[src/rtl/ift_pkg.sv]
package ift_pkg;
   typedef enum logic [1:0] {
      IFT_OK   = 2'd0,
      IFT_ACV  = 2'd1,
      IFT_MISS = 2'd2,
      IFT_MCHK = 2'd3
   } ift_fault_e;

   localparam int unsigned IFT_KERNEL = 0;
endpackage

[src/rtl/ift_va_check.sv]
module ift_va_check #(
   parameter int unsigned VA_W   = 43,
   parameter logic [1:0]  SP_SEL = 2'b10
) (
   input  logic [63:VA_W-2] va_hi,
   output logic             canon_ok,
   output logic             sp_region
);
   localparam int unsigned EXT_W = 65 - VA_W;

   // bits above the implemented width must copy the top implemented bit
   assign canon_ok  = (va_hi[63:VA_W-1] == {EXT_W{va_hi[VA_W-1]}});
   assign sp_region = (va_hi[VA_W-1:VA_W-2] == SP_SEL);
endmodule

[src/rtl/ift_pa_build.sv]
module ift_pa_build #(
   parameter int unsigned PA_W        = 44,
   parameter int unsigned PG_W        = 13,
   parameter int unsigned UC_LO       = 39,
   parameter int unsigned UC_HI       = 40,
   parameter bit          SP_SIGN_EXT = 1'b1,
   localparam int unsigned PFN_W      = PA_W - PG_W
) (
   input  logic [PA_W-1:0]  va,
   input  logic [PFN_W-1:0] pfn,
   output logic [PA_W-1:0]  fw_pa,
   output logic [PA_W-1:0]  sp_pa,
   output logic [PA_W-1:0]  tlb_pa
);
   localparam logic [PA_W-1:0] LOW_MASK = {{(PA_W-UC_HI){1'b0}}, {UC_HI{1'b1}}};
   localparam logic [PA_W-1:0] HI_FILL  = ~LOW_MASK;

   assign fw_pa  = {va[PA_W-1:2], 2'b00};
   assign tlb_pa = {pfn, va[PG_W-1:2], 2'b00};

   generate
      if (SP_SIGN_EXT) begin : g_sx
         always_comb begin
            if (va[UC_LO] || va[UC_HI]) sp_pa = va | HI_FILL;
            else                        sp_pa = va & LOW_MASK;
         end
      end else begin : g_raw
         assign sp_pa = va;
      end
   endgenerate
endmodule

[src/rtl/ift_fault_rec.sv]
module ift_fault_rec #(
   parameter int unsigned VA_W = 43,
   parameter int unsigned PG_W = 13
) (
   input  logic        clk,
   input  logic        rst_n,
   input  logic        we,
   input  logic [63:0] pc,
   input  logic [63:0] base,
   output logic [63:0] tag_q,
   output logic [63:0] form_q
);
   localparam int unsigned VPN_W = VA_W - PG_W;

   logic [63:0] vpn_x8;
   assign vpn_x8 = 64'(pc[VA_W-1:PG_W]) << 3;

   always_ff @(posedge clk or negedge rst_n) begin
      if (!rst_n) begin
         tag_q  <= '0;
         form_q <= '0;
      end else if (we) begin
         tag_q  <= pc;
         form_q <= base | vpn_x8;
      end
   end

   initial begin : p_elab
      if (VPN_W + 3 > 64) $error("ift_fault_rec: page number too wide");
   end
endmodule

[src/rtl/ifetch_xlate.sv]
module ifetch_xlate
   import ift_pkg::*;
#(
   parameter int unsigned VA_W        = 43,
   parameter int unsigned PA_W        = 44,
   parameter int unsigned PG_W        = 13,
   parameter int unsigned ASN_W       = 8,
   parameter int unsigned MODE_W      = 2,
   parameter int unsigned UC_LO       = 39,
   parameter int unsigned UC_HI       = 40,
   parameter bit          SP_SIGN_EXT = 1'b1,
   localparam int unsigned VPN_W      = VA_W - PG_W,
   localparam int unsigned PFN_W      = PA_W - PG_W,
   localparam int unsigned NMODE      = 1 << MODE_W
) (
   input  logic              clk,
   input  logic              rst_n,
   input  logic              req_valid,
   input  logic [63:0]       req_pc,
   input  logic              req_phys,
   input  logic [MODE_W-1:0] req_mode,
   input  logic              req_sp_enable,
   input  logic [ASN_W-1:0]  req_asn,
   input  logic [63:0]       ptbase,
   output logic [VPN_W-1:0]  tlb_vpn,
   output logic [ASN_W-1:0]  tlb_asn,
   input  logic              tlb_hit,
   input  logic [PFN_W-1:0]  tlb_pfn,
   input  logic [NMODE-1:0]  tlb_xmask,
   output logic              rsp_valid,
   output logic [PA_W-1:0]   rsp_pa,
   output logic              rsp_uncached,
   output logic [1:0]        rsp_fault,
   output logic [63:0]       fault_tag,
   output logic [63:0]       fault_vaform
);
   initial begin : p_elab
      if (VA_W >= 64 || VA_W < PG_W + 3) $error("ifetch_xlate: bad VA_W");
      if (PA_W >= 64 || PA_W <= UC_HI)   $error("ifetch_xlate: bad PA_W");
      if (UC_LO >= UC_HI)                $error("ifetch_xlate: uncached bits out of order");
   end

   logic             canon_ok, sp_region;
   logic [PA_W-1:0]  fw_pa, sp_pa, tlb_pa;
   logic [PA_W-1:0]  nxt_pa;
   ift_fault_e       nxt_fault;
   logic             nxt_uc, chk_pa, rec_fault;

   assign tlb_vpn = req_pc[VA_W-1:PG_W];
   assign tlb_asn = req_asn;

   ift_va_check #(.VA_W(VA_W), .SP_SEL(2'b10)) u_va_check (
      .va_hi     (req_pc[63:VA_W-2]),
      .canon_ok  (canon_ok),
      .sp_region (sp_region)
   );

   ift_pa_build #(
      .PA_W(PA_W), .PG_W(PG_W), .UC_LO(UC_LO), .UC_HI(UC_HI), .SP_SIGN_EXT(SP_SIGN_EXT)
   ) u_pa_build (
      .va     (req_pc[PA_W-1:0]),
      .pfn    (tlb_pfn),
      .fw_pa  (fw_pa),
      .sp_pa  (sp_pa),
      .tlb_pa (tlb_pa)
   );

   // path priority: firmware, physical, canonical, superpage, lookup
   always_comb begin
      nxt_fault = IFT_OK;
      nxt_pa    = '0;
      chk_pa    = 1'b0;
      rec_fault = 1'b0;
      if (req_pc[0]) begin
         nxt_pa = fw_pa;
      end else if (req_phys) begin
         if (|req_pc[63:PA_W]) nxt_fault = IFT_MCHK;
         else begin
            nxt_pa = req_pc[PA_W-1:0];
            chk_pa = 1'b1;
         end
      end else if (!canon_ok) begin
         nxt_fault = IFT_ACV;
         rec_fault = 1'b1;
      end else if (req_sp_enable && sp_region) begin
         if (req_mode != MODE_W'(IFT_KERNEL)) begin
            nxt_fault = IFT_ACV;
            rec_fault = 1'b1;
         end else begin
            nxt_pa = sp_pa;
            chk_pa = 1'b1;
         end
      end else if (!tlb_hit) begin
         nxt_fault = IFT_MISS;
         rec_fault = 1'b1;
      end else if (!tlb_xmask[req_mode]) begin
         nxt_fault = IFT_ACV;
         rec_fault = 1'b1;
      end else begin
         nxt_pa = tlb_pa;
         chk_pa = 1'b1;
      end
      nxt_uc = chk_pa && (nxt_pa[UC_LO] || nxt_pa[UC_HI]);
   end

   always_ff @(posedge clk or negedge rst_n) begin
      if (!rst_n) begin
         rsp_valid    <= 1'b0;
         rsp_pa       <= '0;
         rsp_uncached <= 1'b0;
         rsp_fault    <= 2'd0;
      end else begin
         rsp_valid <= req_valid;
         if (req_valid) begin
            rsp_pa       <= nxt_pa;
            rsp_uncached <= nxt_uc;
            rsp_fault    <= nxt_fault;
         end
      end
   end

   ift_fault_rec #(.VA_W(VA_W), .PG_W(PG_W)) u_fault_rec (
      .clk    (clk),
      .rst_n  (rst_n),
      .we     (req_valid && rec_fault),
      .pc     (req_pc),
      .base   (ptbase),
      .tag_q  (fault_tag),
      .form_q (fault_vaform)
   );

   AST_FW_CLEAN: assert property (@(posedge clk) disable iff (!rst_n) (req_valid && req_pc[0]) |=> (rsp_fault == IFT_OK && !rsp_uncached));
   AST_MCHK_PHYS_ONLY: assert property (@(posedge clk) disable iff (!rst_n) (rsp_valid && rsp_fault == IFT_MCHK) |-> ($past(req_phys) && !$past(req_pc[0])));
   AST_UC_FROM_BITS: assert property (@(posedge clk) disable iff (!rst_n) (rsp_valid && rsp_uncached) |-> (rsp_pa[UC_LO] || rsp_pa[UC_HI]));
   AST_TAG_CAPTURE: assert property (@(posedge clk) disable iff (!rst_n) (rsp_valid && (rsp_fault == IFT_ACV || rsp_fault == IFT_MISS)) |-> (fault_tag == $past(req_pc)));
   AST_IDLE_HOLD: assert property (@(posedge clk) disable iff (!rst_n) !rsp_valid |-> ($stable(fault_tag) && $stable(fault_vaform)));
   AST_FAULT_ZERO_PA: assert property (@(posedge clk) disable iff (!rst_n) (rsp_valid && rsp_fault != IFT_OK) |-> (rsp_pa == '0 && !rsp_uncached));
endmodule

[config.mk]
export PLATFORM = sky130hd
export DESIGN_NAME = ifetch_xlate
export DESIGN_NICKNAME = d
export VERILOG_FILES = /design/src/rtl/ift_pkg.sv /design/src/rtl/ift_va_check.sv /design/src/rtl/ift_pa_build.sv /design/src/rtl/ift_fault_rec.sv /design/src/rtl/ifetch_xlate.sv
export SDC_FILE = /design/constraint.sdc
export NUM_CORES = 1
export LEC_CHECK = 0
export ABC_CLOCK_PERIOD_IN_PS = 1780
export CAP_MARGIN = 20
export CORE_AREA = 5 5 149 151
export DETAILED_ROUTE_END_ITERATION = 8
export DIE_AREA = 0 0 154 156
export DONT_BUFFER_PORTS = 1
export PLACE_DENSITY = 0.47
export SYNTH_ARGS = -nofsm -noshare
export SYNTH_HDL_FRONTEND = slang
export SYNTH_SLANG_ARGS = --single-unit
[constraint.sdc]
create_clock -name clk -period 1.78 [get_ports clk]
set_input_delay 0.356 -clock clk [delete_from_list [all_inputs] [get_ports clk]]
set_output_delay 0.356 -clock clk [all_outputs]
set_load 0.02 [all_outputs]
==> impl_metrics.json <==
{
  "swShare": 0.3234,
  "path_class": "in2reg",
  "power.switching_mw": 3.416,
  "skew_ps": 0,
  "num_io_pins": 393,
  "drc_errors": 0,
  "core_um2": 20690,
  "die-width_um": 154,
  "synth_top_area_share": 0.5756,
  "cp_cell_sequence": "nor4_4 > or3b_1 > a222oi_1 > buf_4 > a21boi_4 > clkbuf_16 > clkbuf_16 > mux2_4",
  "cts-hold-fix-buffers": 2,
  "drtAntennaViolNets": 0,
  "final-max-slew-violation-count": 0,
  "ys_ff_latch": 175,
  "globalRouteMet3Util": 0.08211,
  "ys_warn_count": 0,
  "cp_top_family": "simple AND/OR/NAND/NOR gates",
  "p_total_mw": 10.56,
  "period_share": 1.129,
  "power_frac_clock": 0.331,
  "top_usage_layer": "met2",
  "layout-drive-gt1-share": 0.3680,
  "arrival_ps": 2310,
  "final_area_um2": 9339,
  "r2r_setup_slack_ps": 560,
  "grt_pass1_wl_um": 34510,
  "cp_num_buf_inv": 3,
  "combPwrFrac": 0.111,
  "gp_congestion": 0.8384,
  "max_stage_delay_ps": 370,
  "ff_latch_area_um2": 4379,
  "fillers": 1903,
  "synth_area_leaders": "dfrtp_1 (58%), mux2_1 (8.9%), mux2_2 (5.5%)",
  "diodes": 0,
  "cts.path.max_buffers": 2,
  "drt-total-wl_um": 24860,
  "rows": 53,
  "intPower_mw": 7.146,
  "grt_pass1_vias": 5548,
  "synth_cell_type_count": 45,
  "fin_hold_ws_ps": -381.4,
  "placed_area_um2": 7875,
  "antenna_found_initial": 1,
  "synth.largest_area_cell": "dfrtp_1",
  "ys.flop_type": "dfrtp_1",
  "grt_max_degree": 176,
  "max_freq_ghz": 0.4977,
  "vias": 5199,
  "vias_per_cell": 5.657,
  "grt_util_all_layers": 0.1856,
  "cp_slowest_cell": "or3b_1",
  "path_clk_slew_ps": 70,
  "clock_sinks": 175,
  "syn_area_um2": 7609,
  "drv_cap": 0,
  "layout_min_cycle_time_ps": 2009,
  "cts_buffers": 17,
  "pwr_density_cell_nw_per_um2": 1131,
  "overflow": 0,
  "hp-class": "in2async",
  "synth-seq-area-share": 0.5756,
  "initial_utilization": 0.3677,
  "crit-reg2reg-launch": "rsp_uncached",
  "setup_slack_ps": -229.2,
  "failed_checks": "negative hold slack, negative setup slack",
  "wl_per_cell_um": 27.05,
  "cp-end-kind": "flop",
  "worstMarginPinSlew_ps": 599.4,
  "areaGrowthSynthToFinish_pct": 22.74,
  "seqPwrFrac": 0.558,
  "status": "complete, but fails checks",
  "async_flop_share": 1.000,
  "startpoint_type": "primary input",
  "fp.dieH_um": 156,
  "dr.first_iter.drc_count": 302,
  "portBuffers": 0,
  "dpl_worst_slack_ps": -658.6,
  "r2r_cells": 3,
  "required_ps": 2080,
  "grt_util_met1": 0.2098,
  "ir_drop_mv": 0.5365,
  "dieArea_um2": 24020,
  "slew_headroom": 0.5998,
  "rsz0062_at_grt": "true",
  "leakage_nw": 3.923,
  "cts_tree": "done",
  "place_hpwl_um": 15910,
  "setup_viol": 155,
  "clk_latency_ps": 420,
  "fin_nets": 810,
  "syn_avg_cell_area_um2": 12.12,
  "grtUsageMet2": 0.3153,
  "cts-root-buf": "clkbuf_16",
  "dr.pass1.iters": 5,
  "final_hold_viol_count": 175,
  "syn-num-nets": 807,
  "syn_inst": 628,
  "crit_fanout": 6,
  "reg2reg_to": "rsp_uncached",
  "crit_top_cell": "clkbuf_16",
  "multiInputGateArea_um2": 3283,
  "synth-edff-count": 0,
  "htree_levels": 4
}
[power by group through the flow]
stage               clock network, mW  registers [mW]  logic (mW)
floorplan                           0            5.72       0.829
global placement                    0            5.94       0.795
detailed placement                  0            5.94       0.846
CTS                              3.60            5.89       0.914
global route                     3.77            5.97        1.28
finish                           3.50            5.89        1.18
[stage by stage]
step	TNS, ps	std cells	utilization
after CTS	-19740	903	0.4212
after global placement	-95330	863	0.3806
after global routing	-40750	919	0.4514
after detailed placement	-97990	863	0.3806
after floorplan	-112380	628	-
final	-27120	919	0.4514
[worst max path at each step]
stage	start	end	slack, ps	cells past startpoint
after floorplan	req_pc[60]	u_fault_rec.tag_q[42]	-760	7
final	req_pc[60]	u_fault_rec.tag_q[27]	-230	8
after detailed placement	req_mode[0]	u_fault_rec.tag_q[58]	-660	6
after CTS	req_pc[63]	u_fault_rec.tag_q[53]	-190	8
after global placement	req_mode[0]	u_fault_rec.tag_q[59]	-650	6
after global routing	req_pc[60]	u_fault_rec.tag_q[15]	-300	8
[layout make-up]
type / count / share of cell area
multi-input combinational: 373 / 0.3516
clock inverter: 12 / 0.01112
clock buffer: 20 / 0.04676
inverter: 7 / 0.002814
sequential: 175 / 0.4689
tap: 275 / 0.03684
timing repair buffer: 57 / 0.08199
[worst register-to-register path, cell delays in order (launching register included)]
cell and delay (ps):
dfrtp_1 520, nor2b_1 310, a221oi_1 100, a211oi_2 220
[cells in the final DEF, fill, tap and decap left out, types with 4 or more instances in the layout]
cell type,count
dfrtp_1,175
nor2_1,65
mux2_4,45
mux2_2,37
a21oi_1,30
a22oi_1,25
buf_4,25
mux2i_1,23
clkbuf_16,23
o22ai_2,21
nor2_2,19
mux2_1,15
o21a_1,14
buf_6,12
and3_1,6
nand2_1,6
inv_1,6
buf_12,6
nand3_1,5
clkinv_4,5
buf_16,5
a221o_1,4
nor2_4,4
a21oi_2,4
[cell families (layout without fill, tap and decap cells)]
| family | after synthesis | after routing | synth area share |
|---|---|---|---|
| AOI/OAI and AO/OA | 121 | 122 | 0.1059 |
| DFF | 175 | 175 | 0.5756 |
| muxes | 121 | 121 | 0.1768 |
| other | 1 | 1 | 0.0004929 |
| buffers and inverters | 81 | 96 | 0.06594 |
| and+or+nand+nor | 129 | 129 | 0.07532 |
[per-layer routing]
| metal | vias to the layer above | wire [um] |
|---|---|---|
| met4 | 2 | 586 |
| met1 | 2674 | 9295 |
| met3 | 34 | 2583 |
| met2 | 278 | 12380 |
| met5 | - | 13 |
| li1 | 2211 | - |
[sequential cells by signal, summed over array words and instances (netlist names)]
signal / count
rsp_fault: 2
u_fault_rec.tag_q: 64
u_fault_rec.form_q: 64
rsp_valid: 1
rsp_uncached: 1
rsp_pa: 43
[repair_timing]
item | 4_1_cts | 5_1_grt
buffers inserted | 4 | 6
pin swaps | 5 | 9
gates resized for setup | 48 | 88
gates cloned | 3 | 10
endpoints found under the hold margin | 177 | 175
endpoints found under the setup margin | 154 | 174
[Yosys cell counts, types with 3 or more instances]
library cell,count
o21ai_0,4
nand3b_1,3
buf_4,40
buf_1,3
mux2_2,37
nor4_1,4
nor2_1,88
mux2i_1,23
and3_1,6
nand2_1,8
buf_6,6
a22o_1,3
inv_1,6
o21a_1,14
a21oi_1,35
a22oi_1,26
clkbuf_1,23
and4_1,3
nand3_1,6
o22ai_1,23
dfrtp_1,175
mux2_1,60
a221o_1,4
No activity file was read; power rests on OpenSTA's default activity.
